### config.mk
export PLATFORM = sky130hd
export DESIGN_NAME = bubble_fifo
export DESIGN_NICKNAME = d
export VERILOG_FILES = /design/src/rtl/bubble_fifo_pkg.sv /design/src/rtl/strobe_edge.sv /design/src/rtl/bubble_stage.sv /design/src/rtl/bubble_fifo.sv
export SDC_FILE = /design/constraint.sdc
export NUM_CORES = 1
export LEC_CHECK = 0
export BUFFER_PORTS_ARGS = -buffer_cell sky130_fd_sc_hd__buf_2
export CAP_MARGIN = 20
export CORE_ASPECT_RATIO = 1.2
export CORE_MARGIN = 3
export CORE_UTILIZATION = 45
export CTS_BUF_LIST = sky130_fd_sc_hd__clkbuf_8
export CTS_CLUSTER_DIAMETER = 30
export DETAILED_ROUTE_END_ITERATION = 6
export GPL_TIMING_DRIVEN = 0
export SLEW_MARGIN = 20
export SYNTH_ARGS = -nofsm -noshare
export SYNTH_HDL_FRONTEND = slang
export SYNTH_SLANG_ARGS = --single-unit
export TNS_END_PERCENT = 20
### constraint.sdc
create_clock -name clk -period 1.05 [get_ports clk]
set_input_delay 0.105 -clock clk [delete_from_list [all_inputs] [get_ports clk]]
set_output_delay 0.105 -clock clk [all_outputs]
set_load 0.02 [all_outputs]
### src/rtl/bubble_fifo_pkg.sv
package bubble_fifo_pkg;
  localparam int unsigned DEF_WORD_W   = 4;
  localparam int unsigned DEF_DEPTH    = 16;
  localparam int unsigned SYNC_FLOPS   = 2;

  typedef enum logic {EDGE_RISE = 1'b0, EDGE_FALL = 1'b1} edge_kind_e;
endpackage

### src/rtl/strobe_edge.sv
module strobe_edge
  import bubble_fifo_pkg::*;
#(
  parameter edge_kind_e KIND   = EDGE_RISE,
  parameter int unsigned FLOPS = SYNC_FLOPS
) (
  input  logic clk,
  input  logic rst,
  input  logic strobe,
  output logic pulse
);
  localparam logic IDLE = (KIND == EDGE_FALL) ? 1'b1 : 1'b0;

  logic [FLOPS-1:0] sync_q;
  logic             last_q;

  always_ff @(posedge clk) begin
    if (rst) begin
      sync_q <= {FLOPS{IDLE}};
      last_q <= IDLE;
    end else begin
      sync_q <= {sync_q[FLOPS-2:0], strobe};
      last_q <= sync_q[FLOPS-1];
    end
  end

  generate
    if (KIND == EDGE_FALL) begin : g_fall
      assign pulse = last_q & ~sync_q[FLOPS-1];
    end else begin : g_rise
      assign pulse = ~last_q & sync_q[FLOPS-1];
    end
  endgenerate
endmodule

### src/rtl/bubble_stage.sv
module bubble_stage #(
  parameter int unsigned WORD_W = 4
) (
  input  logic              clk,
  input  logic              rst,
  input  logic              fill_valid,
  input  logic [WORD_W-1:0] fill_data,
  input  logic              drain,
  output logic              occupied,
  output logic [WORD_W-1:0] word
);
  always_ff @(posedge clk) begin
    if (rst) begin
      occupied <= 1'b0;
    end else if (!occupied && fill_valid) begin
      occupied <= 1'b1;
    end else if (occupied && drain) begin
      occupied <= 1'b0;
    end
  end

  always_ff @(posedge clk) begin
    if (!occupied && fill_valid) begin
      word <= fill_data;
    end
  end
endmodule

### src/rtl/bubble_fifo.sv
module bubble_fifo
  import bubble_fifo_pkg::*;
#(
  parameter int unsigned WORD_W = DEF_WORD_W,
  parameter int unsigned DEPTH  = DEF_DEPTH
) (
  input  logic              clk,
  input  logic              rst,
  input  logic              shift_in,
  input  logic [WORD_W-1:0] din,
  input  logic              shift_out,
  input  logic              out_hold,
  output logic              din_ready,
  output logic              dout_ready,
  output logic [WORD_W-1:0] dout
);
  localparam int unsigned LAST = DEPTH - 1;

  logic              load_pulse;
  logic              unload_pulse;
  logic              do_load;
  logic              do_unload;
  logic [DEPTH-1:0]  occ;
  logic [WORD_W-1:0] words [DEPTH];

  strobe_edge #(.KIND(EDGE_RISE)) in_edge_i (
    .clk(clk), .rst(rst), .strobe(shift_in), .pulse(load_pulse)
  );

  strobe_edge #(.KIND(EDGE_FALL)) out_edge_i (
    .clk(clk), .rst(rst), .strobe(shift_out), .pulse(unload_pulse)
  );

  assign do_load   = load_pulse & ~occ[0];
  assign do_unload = unload_pulse & occ[LAST] & ~out_hold;

  generate
    for (genvar s = 0; s < DEPTH; s++) begin : g_stage
      logic              f_valid;
      logic [WORD_W-1:0] f_data;
      logic              f_drain;

      if (s == 0) begin : g_head
        assign f_valid = do_load;
        assign f_data  = din;
      end else begin : g_body
        assign f_valid = occ[s-1];
        assign f_data  = words[s-1];
      end

      if (s == LAST) begin : g_tail
        assign f_drain = do_unload;
      end else begin : g_pass
        assign f_drain = ~occ[s+1];
      end

      bubble_stage #(.WORD_W(WORD_W)) stage_i (
        .clk       (clk),
        .rst       (rst),
        .fill_valid(f_valid),
        .fill_data (f_data),
        .drain     (f_drain),
        .occupied  (occ[s]),
        .word      (words[s])
      );
    end
  endgenerate

  assign din_ready  = ~occ[0];
  assign dout_ready = occ[LAST];
  assign dout       = out_hold ? '0 : words[LAST];
endmodule

-- Yosys cells after proc, flatten, opt, wreduce, memory -nomap -nowiden
Index checks and enable logic that the tools add are counted.
W data, S select, Z words.
- register bits: 86
- word-level logic and storage cells: 157
- input bits: 9
- output and inout bits: 6
- bitwise logic cells: 24
- reduce and logical (&&, ||, !) cells: 64
- multiplexer cells: 33
- operator list (operator ; count):
    $logic_and A1 B1 Y1 ; 32
    $mux W1 ; 32
    $reduce_bool A2 Y1 ; 16
    $not A1 Y1 ; 19
    $logic_not A1 Y1 ; 16
    $and A1 B1 Y1 ; 5
    $mux W4 ; 1

-- Longest topological paths before layout
Gate-level depths: netlist (run 1).
- word-level depth: 7
- gate-level depth with buffers: 2
- gate-level depth less buffers: 2

-- Hierarchy
From an unflattened synthesis (run 1), not the netlist that was laid out.
- cell total of the unflattened synthesis: 164
- area, all modules: 2846.5 um^2
- modules (own cells, without submodules) (module ; instances ; cells an instance ; area an instance (um^2) ; sequential area each (um^2)):
    bubble_stage ; 16 ; 8 ; 160.2 ; 140.1
    bubble_fifo ; 1 ; 22 ; 111.4 ; 0.0
    strobe_edge at in_edge_i ; 1 ; 7 ; 87.6 ; 60.1
    strobe_edge at out_edge_i ; 1 ; 7 ; 85.1 ; 60.1

-- Worst setup path after synthesis (run 1)
OpenSTA, ideal clock, no wires.
- path kind: register to register
- start: register g_stage[0].stage_i.occupied
- end: register g_stage[1].stage_i.word[0] (enable)
- data arrival time: 0.716 ns
- library setup time: 0.329 ns
- path slack: 0.005 ns
- required time: 0.721 ns
- path buffers: 0
- cell stages (with the launch flop): 3
- period minus slack after synthesis: 1.045 ns
- cell sequence: dfxtp_1 inv_1 nor2_1
- longest elaborated chain between the ends: 1
- ends and longest elaborated chain (item ; RTL line ; RTL):
    start: declaration ; bubble_stage.sv:9 ; output logic occupied,
    start signal: assignment ; bubble_stage.sv:14 ; occupied <= 1'b0;
    start signal: assignment ; bubble_stage.sv:16 ; occupied <= 1'b1;
    start signal: assignment ; bubble_stage.sv:18 ; occupied <= 1'b0;
    $logic_and A1 B1 Y1 ; bubble_stage.sv:23 ; if (!occupied && fill_valid) begin
    end signal: assignment ; bubble_stage.sv:24 ; word <= fill_data;
    end: declaration ; bubble_stage.sv:10 ; output logic [WORD_W-1:0] word
Every way passes these cells.
A chain may end at the register's enable or synchronous reset.

-- Final worst setup path (run 1)
- start: register g_stage[15].stage_i.word[3]
- end: output port dout[3]
- longest elaborated chain between the ends: 1
- ends and longest elaborated chain (item ; RTL line ; RTL):
    start: declaration ; bubble_stage.sv:10 ;
    start signal: assignment ; bubble_stage.sv:24 ;
    $mux W4 ; bubble_fifo.sv:71 ; assign dout = out_hold ? '0 : words[LAST];
    end: declaration ; bubble_fifo.sv:15 ; output logic [WORD_W-1:0] dout
Every way passes these cells.

==> key figures, run 1 <==
Die
  – Row count: 30
  – Die Y: around 92 µm
  – Initial core utilization: ~48%
  – Core area: around 0.0058 mm²
  – Die X: ~78 µm
  – Total die area: 0.007185 mm²
  – I/O pin count: 15

Critical path
  – Crit path cell chain: and2b_1 -> buf_6
  – Master of the slowest instance on the critical path: edfxtp_1
  – Crit path depth: 2
  – R2R depth: 1
  – Family with the most delay on the worst path: flip-flops
  – Crit-path max FO: 1
  – Crit-path max cell delay: 0.37 ns
  – Worst Setup End Kind: output port
  – Critical path launch point type: flop
  – CP required: 0.94 ns
  – Worst Setup Path Type: reg2out
  – R2R setup slack: -0.01 ns
  – WP buf/inv: 1
  – Worst EP arrival: a little over 1 ns
  – Worst r2r src: g_stage[7].stage_i.occupied$_SDFFE_PP0P_
  – Crit. Startpoint: g_stage[15].stage_i.word[3]$_DFFE_PP_
  – Worst R2R End: g_stage[8].stage_i.word[3]$_DFFE_PP_
  – Crit path to: dout[3]

Detailed routing
  – DRC errors left: 0
  – Routed WL per cell: 13.65 µm
  – Initial DRC count: 90
  – TritonRoute pass-1 iters: 3
  – DR vias/cell: between 4 and 5
  – Vias: 1223
  – Post-Route WL: 3617 µm
  – ANT nets after route: 0

Placement
  – PortBufs: 14
  – Placed Area: 0.002960 mm²
  – Final RePlAce weighted congestion: ~0.66
  – Post-detail-place hpwl: about 2400 µm

Synthesis
  – Post-synthesis sequential area ratio: 84.66%
  – Cells after Synth: 148
  – Commonest cells post-synth: 64 x edfxtp_1, 22 x dfxtp_1, 17 x nor2b_1
  – Yosys top cell area share: ~70%
  – Synth Net Count: 157
  – Count leader, synth: edfxtp_1
  – Synth unique cells: 15
  – #FFs+latches synth: 86
  – Ys async rst share: 0%
  – Number of synthesized flops with an enable pin: 64
  – Synthesized area: 0.002790 mm²
  – Largest area contributor in the synthesized netlist: edfxtp_1
  – Top post-synthesis cells by area: edfxtp_1 69%, dfxtp_1 16%, mux2i_1 5.0%
  – YS warnings: 0
  – Synth Area per Inst: 18.85 µm²
  – Ys flop type: edfxtp_1

Power and ir drop
  – Maximum VDD drop: between 1 and 1.5 mV
  – Sw Share: 20.18%
  – Clock power frac: 34.3%
  – Pwr dens: 1710 mW/mm²
  – Final Total Pwr: around 5.7 mW
  – Register share of total power: 63.9%
  – Pint: 4.537 mW
  – Pleak: 1.105 nW
  – NetSw: ~1.1 mW
  – Comb pwr share: ~1.8%

Final layout
  – Antenna diodes: 0
  – Post-route cell area: 0.003324 mm²
  – Nets@finish: 189
  – Layout cells sized above 1: about 30%
  – Area Growth Syn to Fin: 19.15%
  – # fillers: 470

STA
  – Slew @ Worst Pin: roughly 0.29 ns
  – Worst setup margin: -0.07196 ns
  – Final Setup Violations: 8
  – Setup Skew: 0.01009 ns
  – Max Slew Vio Count: 0
  – RSZ-0062 raised after global routing: yes
  – Final worst-path cycle share: 106.9%
  – Relative slew slack: 80.41%
  – Max frequency: 891.3 MHz
  – Tmin final: 1.122 ns
  – Final Hold Viols: 0

GRT
  – Initial antenna violation count: 0
  – Largest net degree at the start of global routing: 16
  – Vias in the first global route: 1285
  – GRT Overall Usage: 11.57%
  – Global-route wire length before repair: 6058 µm
  – Total grt overflow: 0

Hold path
  – Worst hold-check path type: in2reg

CTS
  – Clock tree buffer depth: 2
  – CTS clk-pin slew, worst paths: roughly 0.08 ns
  – H-tree level count: 3
  – Postcts setup bufs: 0
  – TritonCTS Buffers: 9
  – CTS tree: yes
  – CTS Sinks: 86
  – CTS root buf: clkbuf_8
  – Worst-Skew Late Latency: 0.34 ns

Run
  – Max-Cap Viols: 0

Run status
  – Status: finished, violations left
  – Failing checks: setup timing
==> through the flow <==
stage | hold WS [ns] | setup slack, ns | cells | util [%] | setup TNS, ns
final | 0.2331 | -0.07196 | 265 | 57.14 | -0.2447
after global placement | 0.2850 | -0.03247 | 242 | 50.88 | -0.6056
after CTS | 0.2142 | -0.09826 | 265 | 56.24 | -0.3759
after floorplan | 0.1766 | 0.004933 | 148 | - | 0
after detailed placement | 0.2837 | -0.09704 | 242 | 50.88 | -3.151
after global routing | 0.2365 | -0.1381 | 265 | 57.14 | -1.447
==> power by group through the flow <==
stage	combinational (mW)	clock, mW	sequential [mW]
floorplan	0.0414	0	3.71
global route	0.111	2.21	3.64
finish	0.101	1.95	3.63
CTS	0.0993	2.04	3.64
detailed placement	0.0719	0	3.71
global placement	0.0700	0	3.71
==> kinds of logic (layout without fill, tap and decap cells) <==
family                 count (synthesis)  after routing  share of synthesized area, %
flip-flops                            86             86                         84.66
AND/OR/NAND/NOR                       44             44                         9.238
AO/OA/AOI/OAI                          1              1                        0.3588
multiplexers                          14             14                         5.022
buffers and inverters                  3             40                        0.7172
==> state kept, by name (all words and copies together), names as in the netlist <==
signal	flops
out_edge_i.sync_q	2
out_edge_i.last_q	1
in_edge_i.sync_q	2
g_stage.stage_i.occupied	16
in_edge_i.last_q	1
g_stage.stage_i.word	64
==> worst min-delay path: stages <==
cell and delay (ns):
buf_2 0.13, and4bb_1 0.26, nor3_2 0.05
==> timing repair <==
action,4_1_cts,5_1_grt
pin swaps,0,0
hold buffers,7,0
hold endpoints to repair,7,0
setup endpoints to repair,70,62
gates resized for setup,25,16
==> cell type report <==
cell class	instances	area (µm²)	share of cell area (%)
clock inverters	7	48.80	1.468
plain buffers	2	16.27	0.4893
well taps	80	100.1	3.011
multi-input cells	59	486.7	14.64
clock buffers	9	123.9	3.726
flip-flops and latches	86	2374	71.40
repair buffers	21	171.4	5.156
inverters	1	3.754	0.1129
==> metal layers <==
metal | wire (µm) | vias to the layer above | track usage (%)
met5 | 0 | - | 0
met4 | 43 | 0 | 5.786
met3 | 143 | 3 | 4.715
met2 | 1844 | 21 | 18.93
met1 | 1585 | 602 | 12.95
li1 | - | 597 | -
==> how the worst min path moves through the flow <==
| stage | cells after the start | endpoint | startpoint |
|---|---|---|---|
| after floorplan | 1 | in_edge_i.sync_q[0]$_SDFF_PP0_ | rst |
| after global placement | 1 | g_stage[0].stage_i.word[0]$_DFFE_PP_ | din[0] |
| after detailed placement | 1 | g_stage[0].stage_i.word[3]$_DFFE_PP_ | din[3] |
| after CTS | 3 | g_stage[15].stage_i.occupied$_SDFFE_PP0P_ | out_hold |
| after global routing | 3 | g_stage[15].stage_i.occupied$_SDFFE_PP0P_ | out_hold |
| final | 3 | g_stage[15].stage_i.occupied$_SDFFE_PP0P_ | out_hold |
==> cell usage in the layout (no fill, tap or decap), drive strengths merged, types with 3 or more instances in the layout <==
cell type and n:
nor2b 17, clkinvlp 4, dlygate4sd3 7, buf 16, or2 3, dfxtp 22, nor2 16, mux2i 14
clkbuf 9, edfxtp 64, and2b 4
Note: power is estimated with default switching activity, not from simulation.
==> run 2: changes to the inputs <==
Settings changed: ABC_AREA set to 1, CELL_PAD_IN_SITES_DETAIL_PLACEMENT set to 1, CELL_PAD_IN_SITES_GLOBAL_PLACEMENT set to 1, PLACE_DENSITY_LB_ADDON set to 0.1.
==> run 2 against run 1 <==
The flow still finishes with violations (setup timing). Critical path depth increased by 1. Power rose by 20%. Count of clock-buffer cells in the layout grew 3. Area after synthesis shrank 2.6%. Clock skew is 0.0035 ns lower. Sequential share of layout area increased by 0.82 points. Critical endpoint unchanged. Highest routed layer unchanged.
==> key figures, run 2 <==
Run status
  – Status: finished, violations left
  – Failing checks: setup timing

Synthesis
  – Post-synthesis sequential area ratio: slightly below 90%
  – Commonest cells post-synth: 64 x edfxtp_1, 24 x nor2_1, 23 x inv_1
  – Synth Area in Adders: 0%
  – Number of synthesized flops with an enable pin: 64
  – #FFs+latches synth: 86
  – Count leader, synth: edfxtp_1
  – YS warnings: 0
  – Compound-Gate Fraction of Synth Area: 4.050%
  – Synth Area in XOR/XNOR: 0%
  – Synth unique cells: 12
  – Largest area contributor in the synthesized netlist: edfxtp_1
  – Ys flop type: edfxtp_1
  – Cells after Synth: 158
  – Synth Area per Inst: about 17 µm²
  – Simple-Gate Fraction of Synth Area: under 10%
  – Synth Net Count: 167
  – Largest family of logic cells by synthesized area: simple AND/OR/NAND/NOR gates
  – Synthesized area: between 0.002 and 0.003 mm²
  – Mux cell area share after synthesis: 0%
  – Ys async rst share: 0%
  – Yosys top cell area share: 70.69%
  – Top post-synthesis cells by area: edfxtp_1 71%, dfxtp_1 16%, a211oi_1 3.9%

STA
  – RSZ-0062 raised after global routing: yes
  – Tmin final: 1.077 ns
  – Worst setup margin: -0.02716 ns
  – Final worst-path cycle share: 102.6%
  – Slew @ Worst Pin: 0.2757 ns
  – Max Slew Vio Count: 0
  – Final Setup Violations: 3
  – Final Hold Viols: 0
  – Relative slew slack: 81.60%
  – Setup TNS: -0.04052 ns
  – Max frequency: 928.4 MHz
  – Setup Skew: 0.006602 ns

Final layout
  – # fillers: approximately 560
  – Max FFs per register: 64
  – Commonest non-fill, non-tap cells in the layout: 64 x edfxtp_1, 23 x inv_1, 20 x dfxtp_1, 14 x a211oi_1
  – Area Growth Syn to Fin: 20.57%
  – Most flops, register: g_stage.stage_i.word
  – Post-route cell area: 0.003278 mm²
  – Layout cells sized above 1: 27.04%
  – Antenna diodes: 0
  – Commonest non-fill, non-tap cell in the layout: edfxtp_1
  – Nets@finish: 200
  – Biggest regs: g_stage.stage_i.word x64, g_stage.stage_i.occupied x16

Detailed routing
  – Initial DRC count: 95
  – Vias: 1272
  – Routed WL per cell: 14.62 µm
  – Post-Route WL: ~4000 µm
  – ANT nets after route: 0
  – TritonRoute pass-1 iters: 4
  – DR vias/cell: 4.609
  – DRC errors left: 0

Power and ir drop
  – Pwr dens: 2081 mW/mm²
  – Pleak: 1.139 nW
  – Maximum VDD drop: 0.8789 mV

Placement
  – Post-detail-place hpwl: between 2000 and 3000 µm
  – Post-place setup slack: -0.1282 ns
  – PortBufs: 14
  – Placed Area: 0.002889 mm²
  – Final RePlAce weighted congestion: 0.6687

GRT
  – Largest net degree at the start of global routing: 14
  – Total grt overflow: 0
  – Global-route wire length before repair: 6486 µm
  – Vias in the first global route: 1356
  – GRT Overall Usage: 12.85%
  – Initial antenna violation count: 0

Critical path
  – Worst EP arrival: 0.97 ns
  – Worst Setup Path Type: reg2out
  – CP required: 0.94 ns
  – Crit-path max FO: 1
  – Critical path launch point type: flop
  – Worst Setup End Kind: output port

CTS
  – Clock tree buffer depth: 2
  – CTS root buf: clkbuf_8
  – CTS tree: yes
  – CTS clk-pin slew, worst paths: 0.08 ns
  – CTS Sinks: 86
  – Worst-Skew Late Latency: 0.34 ns
  – TritonCTS Buffers: 9
  – H-tree level count: 3

Die
  – Die Y: between 90 and 100 µm
  – I/O pin count: 15
  – Total die area: about 0.0070 mm²
  – Initial core utilization: a little under half
  – Core area: 0.005743 mm²
  – Die X: 76.96 µm
  – Row count: 30

Hold path
  – Worst hold-check path type: in2reg

Run
  – Max-Cap Viols: 0
==> run 2: timing repair <==
action | in CTS | in global routing
resized for setup | 17 | 11
hold buffers | 7 | 0
endpoints found under the hold margin | 7 | 0
endpoints found under the setup margin | 60 | 32
pin swaps | 0 | 1
setup buffers | 0 | 1
==> run 2: cells by family (layout without fill, tap and decap cells) <==
kind of cell | Yosys count | count (layout)
DFF | 86 | 86
buffers and inverters | 25 | 63
AOI/OAI and AO/OA | 15 | 15
and+or+nand+nor | 32 | 32
==> run 2: worst max-delay path, cell delays in order, from the launching register on <==
cell,delay (ns)
edfxtp_1,0.37
inv_1,0.07
nor2_1,0.04
buf_2,0.15
==> run 2: area by class of cell <==
type / count / area, µm² / area share, %
clock inverter: 4 / 68.82 / 2.099
tap: 80 / 100.1 / 3.053
inverter: 23 / 88.84 / 2.710
timing repair buffer: 22 / 161.4 / 4.924
sequential: 86 / 2367 / 72.21
clock buffer: 12 / 165.2 / 5.038
multi-input combinational: 47 / 304.0 / 9.275
buffer: 2 / 22.52 / 0.6870
==> run 2: per-stage QoR <==
stage | hold WS (ns) | total power [mW] | std cells | utilization [%]
3_5_place_dp | 0.2839 | 4.264 | 252 | 50.31
2_1_floorplan | 0.2039 | 4.154 | 158 | -
3_3_place_gp | 0.2826 | 4.239 | 252 | 50.31
5_1_grt | 0.1855 | 7.116 | 276 | 57.08
6_report | 0.1865 | 6.821 | 276 | 57.08
4_1_cts | 0.1702 | 6.896 | 275 | 56.34
==> run 2: per-layer routing <==
metal  track usage (%)  vias up  share of wire (%)
met2             21.44       16                 53
met4             7.704        0                1.6
li1                  -      619                  -
met5                 0        -                  0
met3             4.762        6                3.3
met1             13.79      631                 43
==> run 2: power by group <==
| part | leakage [nW] | internal [mW] | switching (mW) |
|---|---|---|---|
| Sequential | 0.762 | 3.85 | 0.0787 |
| Combinational | 0.253 | 0.111 | 0.206 |
| Clock | 0.124 | 1.52 | 1.05 |
| Total | 1.14 | 5.48 | 1.34 |
==> run 2: final timing paths <==
check	startpoint	to	slack [ns]	cells past startpoint
min	out_hold	g_stage[15].stage_i.occupied$_SDFFE_PP0P_	0.19	5
max reg2reg	g_stage[6].stage_i.occupied$_SDFFE_PP0P_	g_stage[7].stage_i.word[1]$_DFFE_PP_	0.04	2
min reg2reg	g_stage[7].stage_i.word[1]$_DFFE_PP_	g_stage[8].stage_i.word[1]$_DFFE_PP_	0.42	0
max	g_stage[15].stage_i.word[3]$_DFFE_PP_	dout[3]	-0.03	3
==> run 3: changes to the inputs <==
--- a/config.mk
+++ b/config.mk
@@ -16,3 +16,3 @@
 export CTS_BUF_LIST = sky130_fd_sc_hd__clkbuf_8
-export CTS_CLUSTER_DIAMETER = 30
+export CTS_CLUSTER_DIAMETER = 150
 export DETAILED_ROUTE_END_ITERATION = 6
==> constraint.sdc (replaced) <==
create_clock -name clk -period 1.05 [get_ports clk]
set_input_delay 0.1575 -clock clk [delete_from_list [all_inputs] [get_ports clk]]
set_output_delay 0.1575 -clock clk [all_outputs]
set_load 0.02 [all_outputs]
==> run 3 against run 2 <==
The flow still finishes with violations (setup timing). Worst setup slack lost 0.053 ns. Sequential share of layout area rose by 0.14 points. Flip-flop and latch count unchanged. Fmax shrank 4.7%. Register-to-register slack is essentially flat. First-iteration DRC count fell by 14%. Critical path type unchanged. Combinational power about the same. Power about the same. Die area unchanged. Critical endpoint unchanged. Sequential power about the same. Clock power barely moved. Worst hold slack got worse by 0.12 ns.
==> key figures, run 3 (synthesized netlist as in run 2, its figures left out) <==
Critical path
  – Crit path cell chain: inv_1 -> nor2_1 -> buf_2
  – Crit-path max cell delay: 0.38 ns
  – Crit-path max FO: 1
  – Worst Setup Path Type: reg2out
  – CP required: 0.89 ns
  – Master of the slowest instance on the critical path: edfxtp_1
  – Worst EP arrival: between 0.9 and 1 ns
  – Worst Setup End Kind: output port
  – WP buf/inv: 2
  – Critical path launch point type: flop
  – Family with the most delay on the worst path: flip-flops

Power and ir drop
  – Pint: 5.486 mW
  – Clock power frac: 37.7%
  – Sw Share: 19.55%
  – Pleak: 1.135 nW
  – Comb pwr share: 4.6%
  – Register share of total power: between 50% and 60%
  – Maximum VDD drop: 1.122 mV
  – NetSw: 1.333 mW
  – Pwr dens: about 2100 mW/mm²

Placement
  – Final RePlAce weighted congestion: around 0.67
  – Post-detail-place hpwl: between 2000 and 3000 µm
  – Placed Area: 0.002889 mm²
  – PortBufs: 14
  – Cells after DPL: 252

Detailed routing
  – DR vias/cell: 4.553
  – Vias: between 1000 and 1500
  – Post-Route WL: 3948 µm
  – ANT nets after route: 0
  – Initial DRC count: 82
  – Routed WL per cell: 14.36 µm
  – TritonRoute pass-1 iters: 4
  – DRC errors left: 0

STA
  – Hold WS: about 0.065 ns
  – Max Slew Vio Count: 0
  – Final Hold Viols: 0
  – Setup TNS: -0.2644 ns
  – Max frequency: 884.7 MHz
  – Relative slew slack: between 80% and 90%
  – RSZ-0062 raised after global routing: yes
  – Tmin final: 1.130 ns
  – Final Setup Violations: 5
  – Slew @ Worst Pin: 0.2669 ns
  – Final worst-path cycle share: 107.6%
  – Setup Skew: around 0.0085 ns
  – Worst setup margin: -0.08027 ns

Final layout
  – Antenna diodes: 0
  – Post-route cell area: 0.003272 mm²
  – Max FFs per register: 64
  – Biggest regs: g_stage.stage_i.word x64, g_stage.stage_i.occupied x16
  – Post-route insts no fill: ~280
  – Commonest non-fill, non-tap cell in the layout: edfxtp_1
  – Layout cells sized above 1: 27.18%
  – Commonest non-fill, non-tap cells in the layout: 64 x edfxtp_1, 23 x inv_1, 20 x dfxtp_1, 14 x a211oi_1
  – Final core occ: 56.97%
  – Nets@finish: 199
  – Most flops, register: g_stage.stage_i.word
  – Area Growth Syn to Fin: 20.34%

CTS
  – TritonCTS Buffers: 9
  – Clock tree buffer depth: 2
  – CTS Sinks: 86
  – CTS tree: yes
  – Worst-Skew Late Latency: 0.34 ns
  – CTS clk-pin slew, worst paths: 0.08 ns
  – H-tree level count: 3
  – CTS root buf: clkbuf_8

Run status
  – Status: finished, violations left
  – Failing checks: setup timing

Die
  – Die Y: 91.15 µm
  – Initial core utilization: 47.34%
  – Row count: 30
  – Core area: 0.005743 mm²
  – I/O pin count: 15
  – Total die area: 0.007014 mm²
  – Die X: 76.96 µm

GRT
  – Global-route wire length before repair: 6368 µm
  – Initial antenna violation count: 0
  – Largest net degree at the start of global routing: 14
  – Total grt overflow: 0
  – GRT Overall Usage: 12.64%
  – Vias in the first global route: 1336

Run
  – Max-Cap Viols: 0

Hold path
  – Worst hold-check path type: in2reg
-- run 3: layout make-up --
cell class,instances,area [µm²]
tap,80,100.1
buffer,2,22.52
timing repair buffer,21,157.7
sequential,86,2367
multi-input combinational,47,304.0
clock buffer,12,165.2
inverter,23,86.33
fill,551,2471
clock inverter,4,68.82
-- run 3: stage by stage --
| stage | power (mW) | setup WS (ns) |
|---|---|---|
| 3_3_place_gp | 4.239 | -0.09227 |
| 6_report | 6.819 | -0.08027 |
| 3_5_place_dp | 4.264 | -0.1282 |
| 2_1_floorplan | 4.154 | 0.003301 |
| 5_1_grt | 7.112 | -0.1368 |
| 4_1_cts | 6.897 | -0.1143 |
-- run 3: timing repair --
| item | in CTS | in global routing |
|---|---|---|
| pin swaps | 0 | 2 |
| endpoints found under the hold margin | 6 | 0 |
| endpoints found under the setup margin | 60 | 28 |
| gates resized for setup | 20 | 9 |
| hold buffers | 6 | 0 |
| buffers inserted | 0 | 1 |
-- run 3: final timing paths --
kind	startpoint	to	slack (ns)	depth (start not counted)
worst max-delay path	g_stage[15].stage_i.word[3]$_DFFE_PP_	dout[3]	-0.08	3
worst min-delay path	rst	out_edge_i.sync_q[1]$_SDFF_PP1_	0.07	2
worst max register to register	g_stage[6].stage_i.occupied$_SDFFE_PP0P_	g_stage[7].stage_i.word[3]$_DFFE_PP_	0.04	2
worst min register to register	in_edge_i.sync_q[0]$_SDFF_PP0_	in_edge_i.sync_q[1]$_SDFF_PP0_	0.42	2
-- run 3: power by group through the flow --
stage | combinational (mW) | clock (mW) | sequential, mW
floorplan | 0.184 | 0 | 3.97
global placement | 0.252 | 0 | 3.99
detailed placement | 0.272 | 0 | 3.99
CTS | 0.307 | 2.66 | 3.93
global route | 0.355 | 2.81 | 3.95
finish | 0.316 | 2.57 | 3.93
-- run 3: layer usage --
metal  share of wire [%]  global-route usage [%]  vias up
met5                   0                       0        -
met1                  42                   13.47      612
li1                    -                       -      616
met2                  52                   21.08       18
met3                 4.3                   4.762        6
met4                 1.6                   7.704        0
